<file path="config.mk">
export PLATFORM = sky130hd
export DESIGN_NAME = pwq_trigger
export DESIGN_NICKNAME = d
export VERILOG_FILES = /design/src/rtl/pwq_pkg.sv /design/src/rtl/pwq_pattern.sv /design/src/rtl/pwq_width_ctr.sv /design/src/rtl/pwq_judge.sv /design/src/rtl/pwq_trigger.sv
export SDC_FILE = /design/constraint.sdc
export NUM_CORES = 1
export LEC_CHECK = 0
export ABC_AREA = 0
export BUFFER_PORTS_ARGS = -buffer_cell sky130_fd_sc_hd__buf_2
export CORE_UTILIZATION = 30
export DETAILED_ROUTE_END_ITERATION = 16
export SLEW_MARGIN = 10
export SYNTH_ARGS = -nofsm -noshare
export SYNTH_HDL_FRONTEND = slang
export SYNTH_HIERARCHICAL = 1
export SYNTH_SLANG_ARGS = --single-unit
</file>
<file path="constraint.sdc">
create_clock -name clk_i -period 4.2 [get_ports clk_i]
set_input_delay 0.84 -clock clk_i [delete_from_list [all_inputs] [get_ports clk_i]]
set_output_delay 0.84 -clock clk_i [all_outputs]
set_load 0.01 [all_outputs]
</file>
<file path="src/rtl/pwq_pkg.sv">
package pwq_pkg;

  typedef enum logic [1:0] {
    PWQ_SHORTER = 2'd0,
    PWQ_LONGER  = 2'd1,
    PWQ_WINDOW  = 2'd2,
    PWQ_TIMEOUT = 2'd3
  } pwq_mode_e;

  // Saturating increment of a width count of any width up to 32 bits.
  function automatic logic [31:0] pwq_sat_inc(input logic [31:0] cur, input logic [31:0] top);
    if (cur >= top) return top;
    return cur + 32'd1;
  endfunction

  // Judgement of a completed width for the end-of-pulse modes.
  function automatic logic pwq_width_ok(input pwq_mode_e mode, input logic [31:0] width,
                                        input logic [31:0] lo, input logic [31:0] hi);
    logic ok;
    case (mode)
      PWQ_SHORTER: ok = (width < lo);
      PWQ_LONGER:  ok = (width > lo);
      PWQ_WINDOW:  ok = (lo < hi) && (width > lo) && (width < hi);
      default:     ok = 1'b0;
    endcase
    return ok;
  endfunction

endpackage

</file>
<file path="src/rtl/pwq_pattern.sv">
module pwq_pattern #(
  parameter int N_CH = 8
) (
  input  logic [N_CH-1:0] chan_i,
  input  logic [N_CH-1:0] sel_mask_i,
  input  logic [N_CH-1:0] level_i,
  input  logic            meas_false_i,
  output logic            in_state_o
);
  logic [N_CH-1:0] hit;

  for (genvar g = 0; g < N_CH; g++) begin : g_chan
    assign hit[g] = ~sel_mask_i[g] | (chan_i[g] ~^ level_i[g]);
  end

  logic pattern_true;
  assign pattern_true = &hit;
  assign in_state_o   = pattern_true ^ meas_false_i;
endmodule

</file>
<file path="src/rtl/pwq_width_ctr.sv">
module pwq_width_ctr
  import pwq_pkg::*;
#(
  parameter int CNT_W = 16
) (
  input  logic             clk_i,
  input  logic             rst_ni,
  input  logic             in_state_i,
  output logic             run_q_o,
  output logic [CNT_W-1:0] width_q_o,
  output logic [CNT_W-1:0] width_next_o,
  output logic             pulse_end_o
);
  localparam logic [31:0] CNT_TOP = 32'((64'd1 << CNT_W) - 64'd1);

  logic             run_q;
  logic [CNT_W-1:0] width_q;
  logic [CNT_W-1:0] width_next;

  always_comb begin
    if (!in_state_i)  width_next = '0;
    else if (!run_q)  width_next = CNT_W'(1);
    else              width_next = CNT_W'(pwq_sat_inc(32'(width_q), CNT_TOP));
  end

  always_ff @(posedge clk_i) begin
    if (!rst_ni) begin
      run_q   <= 1'b0;
      width_q <= '0;
    end else begin
      run_q   <= in_state_i;
      width_q <= width_next;
    end
  end

  assign run_q_o      = run_q;
  assign width_q_o    = width_q;
  assign width_next_o = width_next;
  assign pulse_end_o  = run_q & ~in_state_i;
endmodule

</file>
<file path="src/rtl/pwq_judge.sv">
module pwq_judge
  import pwq_pkg::*;
#(
  parameter int CNT_W = 16
) (
  input  logic             clk_i,
  input  logic             rst_ni,
  input  logic [1:0]       mode_i,
  input  logic [CNT_W-1:0] lim_lo_i,
  input  logic [CNT_W-1:0] lim_hi_i,
  input  logic             in_state_i,
  input  logic             pulse_end_i,
  input  logic [CNT_W-1:0] width_q_i,
  input  logic [CNT_W-1:0] width_next_i,
  output logic             end_fire_o,
  output logic             tmo_fire_o,
  output logic             trig_o
);
  pwq_mode_e mode;
  assign mode = pwq_mode_e'(mode_i);

  logic tmo_done_q;
  logic end_fire;
  logic tmo_fire;
  logic trig_q;

  assign end_fire = pulse_end_i && (mode != PWQ_TIMEOUT) &&
                    pwq_width_ok(mode, 32'(width_q_i), 32'(lim_lo_i), 32'(lim_hi_i));
  assign tmo_fire = (mode == PWQ_TIMEOUT) && in_state_i && !tmo_done_q &&
                    (width_next_i > lim_lo_i);

  always_ff @(posedge clk_i) begin
    if (!rst_ni) begin
      tmo_done_q <= 1'b0;
      trig_q     <= 1'b0;
    end else begin
      tmo_done_q <= in_state_i & (tmo_done_q | tmo_fire);
      trig_q     <= end_fire | tmo_fire;
    end
  end

  assign end_fire_o = end_fire;
  assign tmo_fire_o = tmo_fire;
  assign trig_o     = trig_q;
endmodule

</file>
<file path="src/rtl/pwq_trigger.sv">
module pwq_trigger #(
  parameter int N_CH  = 8,
  parameter int CNT_W = 16
) (
  input  logic             clk_i,
  input  logic             rst_ni,
  input  logic [N_CH-1:0]  chan_i,
  input  logic [N_CH-1:0]  sel_mask_i,
  input  logic [N_CH-1:0]  level_i,
  input  logic             meas_false_i,
  input  logic [1:0]       mode_i,
  input  logic [CNT_W-1:0] lim_lo_i,
  input  logic [CNT_W-1:0] lim_hi_i,
  output logic             trig_o
);
  logic             in_state;
  logic             run_q;
  logic [CNT_W-1:0] width_q;
  logic [CNT_W-1:0] width_next;
  logic             pulse_end;
  logic             end_fire;
  logic             tmo_fire;

  pwq_pattern #(.N_CH(N_CH)) u_pattern (
    .chan_i       (chan_i),
    .sel_mask_i   (sel_mask_i),
    .level_i      (level_i),
    .meas_false_i (meas_false_i),
    .in_state_o   (in_state)
  );

  pwq_width_ctr #(.CNT_W(CNT_W)) u_width (
    .clk_i        (clk_i),
    .rst_ni       (rst_ni),
    .in_state_i   (in_state),
    .run_q_o      (run_q),
    .width_q_o    (width_q),
    .width_next_o (width_next),
    .pulse_end_o  (pulse_end)
  );

  pwq_judge #(.CNT_W(CNT_W)) u_judge (
    .clk_i        (clk_i),
    .rst_ni       (rst_ni),
    .mode_i       (mode_i),
    .lim_lo_i     (lim_lo_i),
    .lim_hi_i     (lim_hi_i),
    .in_state_i   (in_state),
    .pulse_end_i  (pulse_end),
    .width_q_i    (width_q),
    .width_next_i (width_next),
    .end_fire_o   (end_fire),
    .tmo_fire_o   (tmo_fire),
    .trig_o       (trig_o)
  );
endmodule

</file>
Word-level counts from Yosys, hierarchy flattened
Cells that the tools add are included.
{ "word_totals": {"reg_bits": 19, "input_bits": 61, "out_inout_bits": 1, "elab_cells": 63} }
{ "op_classes": {"addsub": 1, "n_lt_le_gt_ge": 6, "n_eq_ne": 4, "muxes": 8, "bitwise": 30, "reduce_logical": 10} }
{ "ops": {"columns": ["cell", "n"], "rows": [
  ["$mux W16", 4],
  ["$lt A16 B16 Y1", 3],
  ["$gt A16 B16 Y1", 2],
  ["$add A16 B1 Y16 const B", 1],
  ["$ge A16 B16 Y1 const B", 1],
  ["$or A1 B1 Y1", 10],
  ["$not A1 Y1", 9],
  ["$reduce_and A8 Y1", 1],
  ["$xnor A1 B1 Y1", 8],
  ["$logic_and A1 B1 Y1", 7],
  ["$eq A2 B2 Y1 const B", 2],
  ["$mux W1", 3],
  ["$pmux W1 S3", 1],
  ["$and A1 B1 Y1", 2],
  ["$eq A2 B1 Y1 const B", 1],
  ["$logic_not A2 Y1", 1],
  ["$ne A2 B2 Y1 const B", 1],
  ["$logic_not A1 Y1", 1],
  ["$xor A1 B1 Y1", 1]
]} }

Depth between registers and ports, before layout
{ "logic_depth": {"word_depth": 12, "mapped_depth": 15, "ltp_nobuf": 14} }

Modules after synthesis
Netlist, hierarchy kept.
{ "modules_own_cells": {"columns": ["module", "n_inst", "cells_each", "area_each_um2", "seq_area_each_um2"], "rows": [
  ["pwq_judge", 1, 199, 1565.3, 40.0],
  ["pwq_width_ctr", 1, 118, 957.2, 340.3],
  ["pwq_pattern", 1, 14, 115.1, 0.0]
]} }

Worst setup path after synthesis
OpenSTA, ideal clock, no wires.
{ "synth_timing": {"kind": "input to register", "startpoint": "in level_i[7]", "endpoint": "reg u_judge.tmo_done_q", "setup_time_ns": 0.116, "t_arrival_ns": 3.394, "t_required_ns": 4.084, "slack_ns": 0.690, "stages": 15, "n_path_buf": 1, "cell_sequence": "xor2_1 -> a22oi_1 -> nand4_1 -> xnor2_1 -> nand2_1 -> clkbuf_1 -> a21oi_1 -> ha_1 -> a21oi_1 -> nor2b_1 -> o211ai_1 -> a31oi_1 -> o41ai_1 -> inv_1 -> o211a_1"} }
{ "synth_between": {"elab_chain_len": 9, "elab_cells_between_ends": 11, "cone_classes": "order compare: 1; mux: 1; bitwise: 5; reduce/logical: 4"} }
{ "synth_rtl": {"columns": ["element", "line", "source"], "rows": [
  ["start, declared", "pwq_trigger.sv:9", "input logic [N_CH-1:0] level_i,"],
  ["$xnor A1 B1 Y1", "pwq_pattern.sv:13", "assign hit[g] = ~sel_mask_i[g] | (chan_i[g] ~^ level_i[g]);"],
  ["$or A1 B1 Y1", "pwq_pattern.sv:13", null],
  ["$reduce_and A8 Y1", "pwq_pattern.sv:17", "assign pattern_true = &hit;"],
  ["$xor A1 B1 Y1", "pwq_pattern.sv:18", "assign in_state_o = pattern_true ^ meas_false_i;"],
  ["net in_state", "pwq_trigger.sv:16", "logic in_state;"],
  ["$mux W16", "pwq_width_ctr.sv:21", "if (!in_state_i) width_next = '0;"],
  ["net width_next[9]", "pwq_trigger.sv:19", "logic [CNT_W-1:0] width_next;"],
  ["$gt A16 B16 Y1", "pwq_judge.sv:30", "(width_next_i > lim_lo_i);"],
  ["$logic_and A1 B1 Y1", "pwq_judge.sv:29", "assign tmo_fire = (mode == PWQ_TIMEOUT) && in_state_i && !tmo_done_q &&"],
  ["net tmo_fire", "pwq_trigger.sv:22", "logic tmo_fire;"],
  ["$or A1 B1 Y1", "pwq_judge.sv:37", "tmo_done_q <= in_state_i & (tmo_done_q | tmo_fire);"],
  ["$and A1 B1 Y1", "pwq_judge.sv:37", null],
  ["end signal, assigned", "pwq_judge.sv:37", null],
  ["end, declared", "pwq_judge.sv:22", "logic tmo_done_q;"]
]} }
The timed path passes the listed nets, and every way through them passes these cells.
A chain may end at the register's enable or synchronous reset.

Worst setup path after layout
{ "layout_timing": {"startpoint": "in level_i[1]", "endpoint": "reg u_judge.tmo_done_q"} }
Same word-level chain as after synthesis.

==> results.md <==
| Group | Item | Reported |
|---|---|---|
| clock network | Number of buffers created by CTS | 3 |
| sta | Ratio of final minimum period to clock period | 0.834 |
| power and ir drop | Part of the power in the clock network | 0.282 |
| sta | Worst relative slew slack | 0.556 |
| sta | Worst clock skew | 8.64 ps |
| power and ir drop | Net switching power of the design | 0.000137 W |
| clock network | Largest buffer count on any clock path | 2 |
| routing | Total vias in the final route | 2,596 |
| power and ir drop | Fraction of power consumed by combinational cells | 0.305 |
| routing | Antenna-violating nets left | 0 |
| status | Status | finished clean |
| die | Die boundary height | 95.7 um |
| grt | Overall routing resource usage | 0.162 |
| critical path | Critical path start-end classification | input port to register |
| layout | Number of nets at the end of the flow | 518 |
| sta | Slew of the pin with the lowest slew margin | 649 ps |
| critical path | Length in cells of the worst reg-to-reg path | 12 |
| routing | Residual DRC count | 0 |
| hold path | Worst Hold Class | register to register |
| hold path | Worst Hold Path Cells | 1 |
| layout | Area added between synthesis and finish | 18.1% |
| grt | Wire length of the first global-routing pass | 11,700 um |
| clock network | Count of buffers added by post-CTS timing repair for setup | 0 |
| clock network | Number of H-tree levels | 1 |
| place | Placed inst area | 0.00307 mm^2 |
| critical path | Worst Path Arrival | 3660 ps |
| power and ir drop | Power density cells | 145 mW/mm^2 |
| power and ir drop | Share of total power in sequential cells | 0.413 |
| critical path | Required arrival time at the worst endpoint | 4360 ps |
| layout | Count of fill cells added during filler insertion | 882 |
| synthesis | Post-synthesis instance area | 0.00263 mm^2 |
| sta | Maximum frequency from static timing analysis | 0.286 GHz |
| sta | Unrepaired setup endpoints after global routing | false |
| critical path | Crit path max fanout | 15 |
| synthesis | Yosys synthesis warning count | 6 |
| synthesis | Number of standard cells after synthesis | 330 |
| clock network | Clock-pin slew on the worst setup and hold paths | 70 ps |
| sta | Hold Violations, Final | 0 |
| critical path | Register-to-register path setup slack | 890 ps |
| die | Core Region | 0.00834 mm^2 |
| sta | Fin Setup TNS | 0 ps |
| critical path | Crit. End Element | register |
| place | Buffers on Ports | 61 |
| clock network | Post-cts sizing count | 0 |
| die | Die ar. | 0.00916 mm^2 |
| sta | Number of max-slew violations in the final report | 0 |
| clock network | Clock Sink Count | 19 |
| die | Starting Density | 0.316 |
| hold path | Hold EP | u_judge/tmo_done_q |
| run | Number of max-cap violations | 0 |
| routing | Post-detailed-routing wire length | 7030 um |
| layout | Fraction of layout cells with a size suffix above 1 | 0.204 |
| grt | Global route total overflow | 0 |
| synthesis | Net count of the mapped netlist | 454 |
| die | Total I/O pin count | 62 |
| die | Horizontal extent of the die | 95.7 um |
| power and ir drop | Leakage power of the design | 1.49 nW |
| hold path | Hold path startpoint | u_judge/tmo_done_q |
| clock network | Clock tree from TritonCTS | done |
| clock network | Hold Buf Count CTS | 0 |
| layout | Fin area | 0.00311 mm^2 |
| critical path | Worst r2r dst | u_judge/tmo_done_q |
| sta | Min Tclk post-route | 3500 ps |
| sta | Final worst slack | 698 ps |
| sta | Final Setup Violations | 0 |
| synthesis | Synthesized area divided by synthesized cell count | 7.98 um^2 |
| clock network | Cell at the root of the clock tree | sky130_fd_sc_hd__clkbuf_8 |
| routing | Routed wire per std cell | 14.1 um |
| clock network | Worst-Skew Late Latency | 260 ps |
| power and ir drop | PnR Total Power | 0.000450 W |
| place | Placement Setup Slack | 463 ps |
| place | Final weighted congestion in routability-driven placement | 0.848 |
| power and ir drop | Switch share | 0.305 |
| place | Detailed placer's ending HPWL | 6130 um |
| grt | Vias in the first global route | 2,463 |
| power and ir drop | Peak supply drop | 0.0768 mV |
| critical path | Sort of element at the start of the critical path | input port |
| grt | Maximum number of pins on one net before global-route repair | 16 |
| die | Number of standard-cell rows in the floorplan | 33 |
| power and ir drop | Total internal power | 0.000312 W |
| critical path | Worst R2R Start | u_width/width_q_o[0] |
| layout | Share of the core filled with cells | 0.373 |
| grt | Antenna violations before repair | 0 |
| routing | Post-DR vias/cell | 5.21 |
| layout | Diode count | 0 |
| routing | Initial detailed-routing violation count | 96 |
| routing | First drt pass iteration count | 4 |
## flip-flops by register name (all words and copies together), names as in the netlist
| name | cells |
|---|---|
| u_judge/tmo_done_q | 1 |
| u_judge/trig_o | 1 |
| u_width/run_q_o | 1 |
| u_width/width_q_o | 16 |
## power by group through the flow
stage | Combinational (W) | Sequential, W | Clock (W)
floorplan | 0.0000780 | 0.000189 | 0
global placement | 0.000131 | 0.000190 | 0
detailed placement | 0.000136 | 0.000190 | 0
CTS | 0.000137 | 0.000185 | 0.000132
global route | 0.000156 | 0.000186 | 0.000141
finish | 0.000137 | 0.000186 | 0.000127
## stage by stage
stage	hold WS (ps)	instances
floorplan	463	330
global placement	474	494
detailed placement	490	494
CTS	505	498
global route	536	498
finish	507	498
## how the worst max path moves through the flow
stage,endpoint,slack [ps],start,cells past startpoint
5_1_grt,u_judge/tmo_done_q,350,level_i[1],15
3_3_place_gp,u_judge/tmo_done_q,460,level_i[7],15
2_1_floorplan,u_judge/tmo_done_q,690,level_i[7],15
4_1_cts,u_judge/tmo_done_q,720,level_i[1],14
3_5_place_dp,u_judge/tmo_done_q,460,level_i[1],14
6_report,u_judge/tmo_done_q,700,level_i[1],14
## metal layers
metal / routed length, um / GRT usage / up-vias
met5: 0 / 0 / -
met4: 32 / 0.0224 / 0
met3: 358 / 0.0229 / 4
met2: 3240 / 0.282 / 79
met1: 3410 / 0.216 / 1159
li1: - / - / 1354
## worst max-delay path, cell delays in order
cell                       delay (ps)
sky130_fd_sc_hd__buf_2            100
sky130_fd_sc_hd__xor2_1           150
sky130_fd_sc_hd__a22oi_1          210
sky130_fd_sc_hd__nand4_1          130
sky130_fd_sc_hd__xnor2_1          200
sky130_fd_sc_hd__nand2_1          340
sky130_fd_sc_hd__a211oi_2         270
sky130_fd_sc_hd__ha_1             270
sky130_fd_sc_hd__and3_1           240
sky130_fd_sc_hd__nand4_1          140
sky130_fd_sc_hd__a21oi_1           70
sky130_fd_sc_hd__o41ai_1          410
sky130_fd_sc_hd__inv_1             70
sky130_fd_sc_hd__o211a_1          210
## layout by cell type (no fill, tap or decap), types with 2 or more instances in the layout
| cell type | count |
|---|---|
| sky130_fd_sc_hd__a2111oi_0 | 2 |
| sky130_fd_sc_hd__a211oi_1 | 3 |
| sky130_fd_sc_hd__a211oi_2 | 2 |
| sky130_fd_sc_hd__a21o_1 | 6 |
| sky130_fd_sc_hd__a21oi_1 | 30 |
| sky130_fd_sc_hd__a22oi_1 | 4 |
| sky130_fd_sc_hd__a31oi_1 | 4 |
| sky130_fd_sc_hd__and4_1 | 2 |
| sky130_fd_sc_hd__buf_2 | 61 |
| sky130_fd_sc_hd__clkbuf_8 | 3 |
| sky130_fd_sc_hd__dfxtp_1 | 19 |
| sky130_fd_sc_hd__ha_1 | 63 |
| sky130_fd_sc_hd__inv_1 | 40 |
| sky130_fd_sc_hd__mux2i_1 | 6 |
| sky130_fd_sc_hd__nand2_1 | 13 |
| sky130_fd_sc_hd__nand2b_1 | 3 |
| sky130_fd_sc_hd__nand3_1 | 16 |
| sky130_fd_sc_hd__nand4_1 | 18 |
| sky130_fd_sc_hd__nor2_1 | 30 |
| sky130_fd_sc_hd__nor2b_1 | 4 |
| sky130_fd_sc_hd__nor3_1 | 5 |
| sky130_fd_sc_hd__nor4_1 | 3 |
| sky130_fd_sc_hd__nor4_2 | 5 |
| sky130_fd_sc_hd__o211ai_1 | 3 |
| sky130_fd_sc_hd__o21ai_0 | 7 |
| sky130_fd_sc_hd__o41ai_1 | 3 |
| sky130_fd_sc_hd__or2_2 | 2 |
| sky130_fd_sc_hd__or4_1 | 2 |
| sky130_fd_sc_hd__xnor2_1 | 6 |
| sky130_fd_sc_hd__xor2_1 | 11 |
## cell type report
| type | instances | area [um^2] | area share |
|---|---|---|---|
| multi-input combinational | 268 | 2090 | 0.672 |
| sequential | 19 | 380 | 0.122 |
| timing repair buffer | 62 | 313 | 0.101 |
| inverter | 40 | 150 | 0.0483 |
| tap | 105 | 131 | 0.0422 |
| clock buffer | 4 | 45.0 | 0.0145 |
Power figures use the tool's default switching activity.
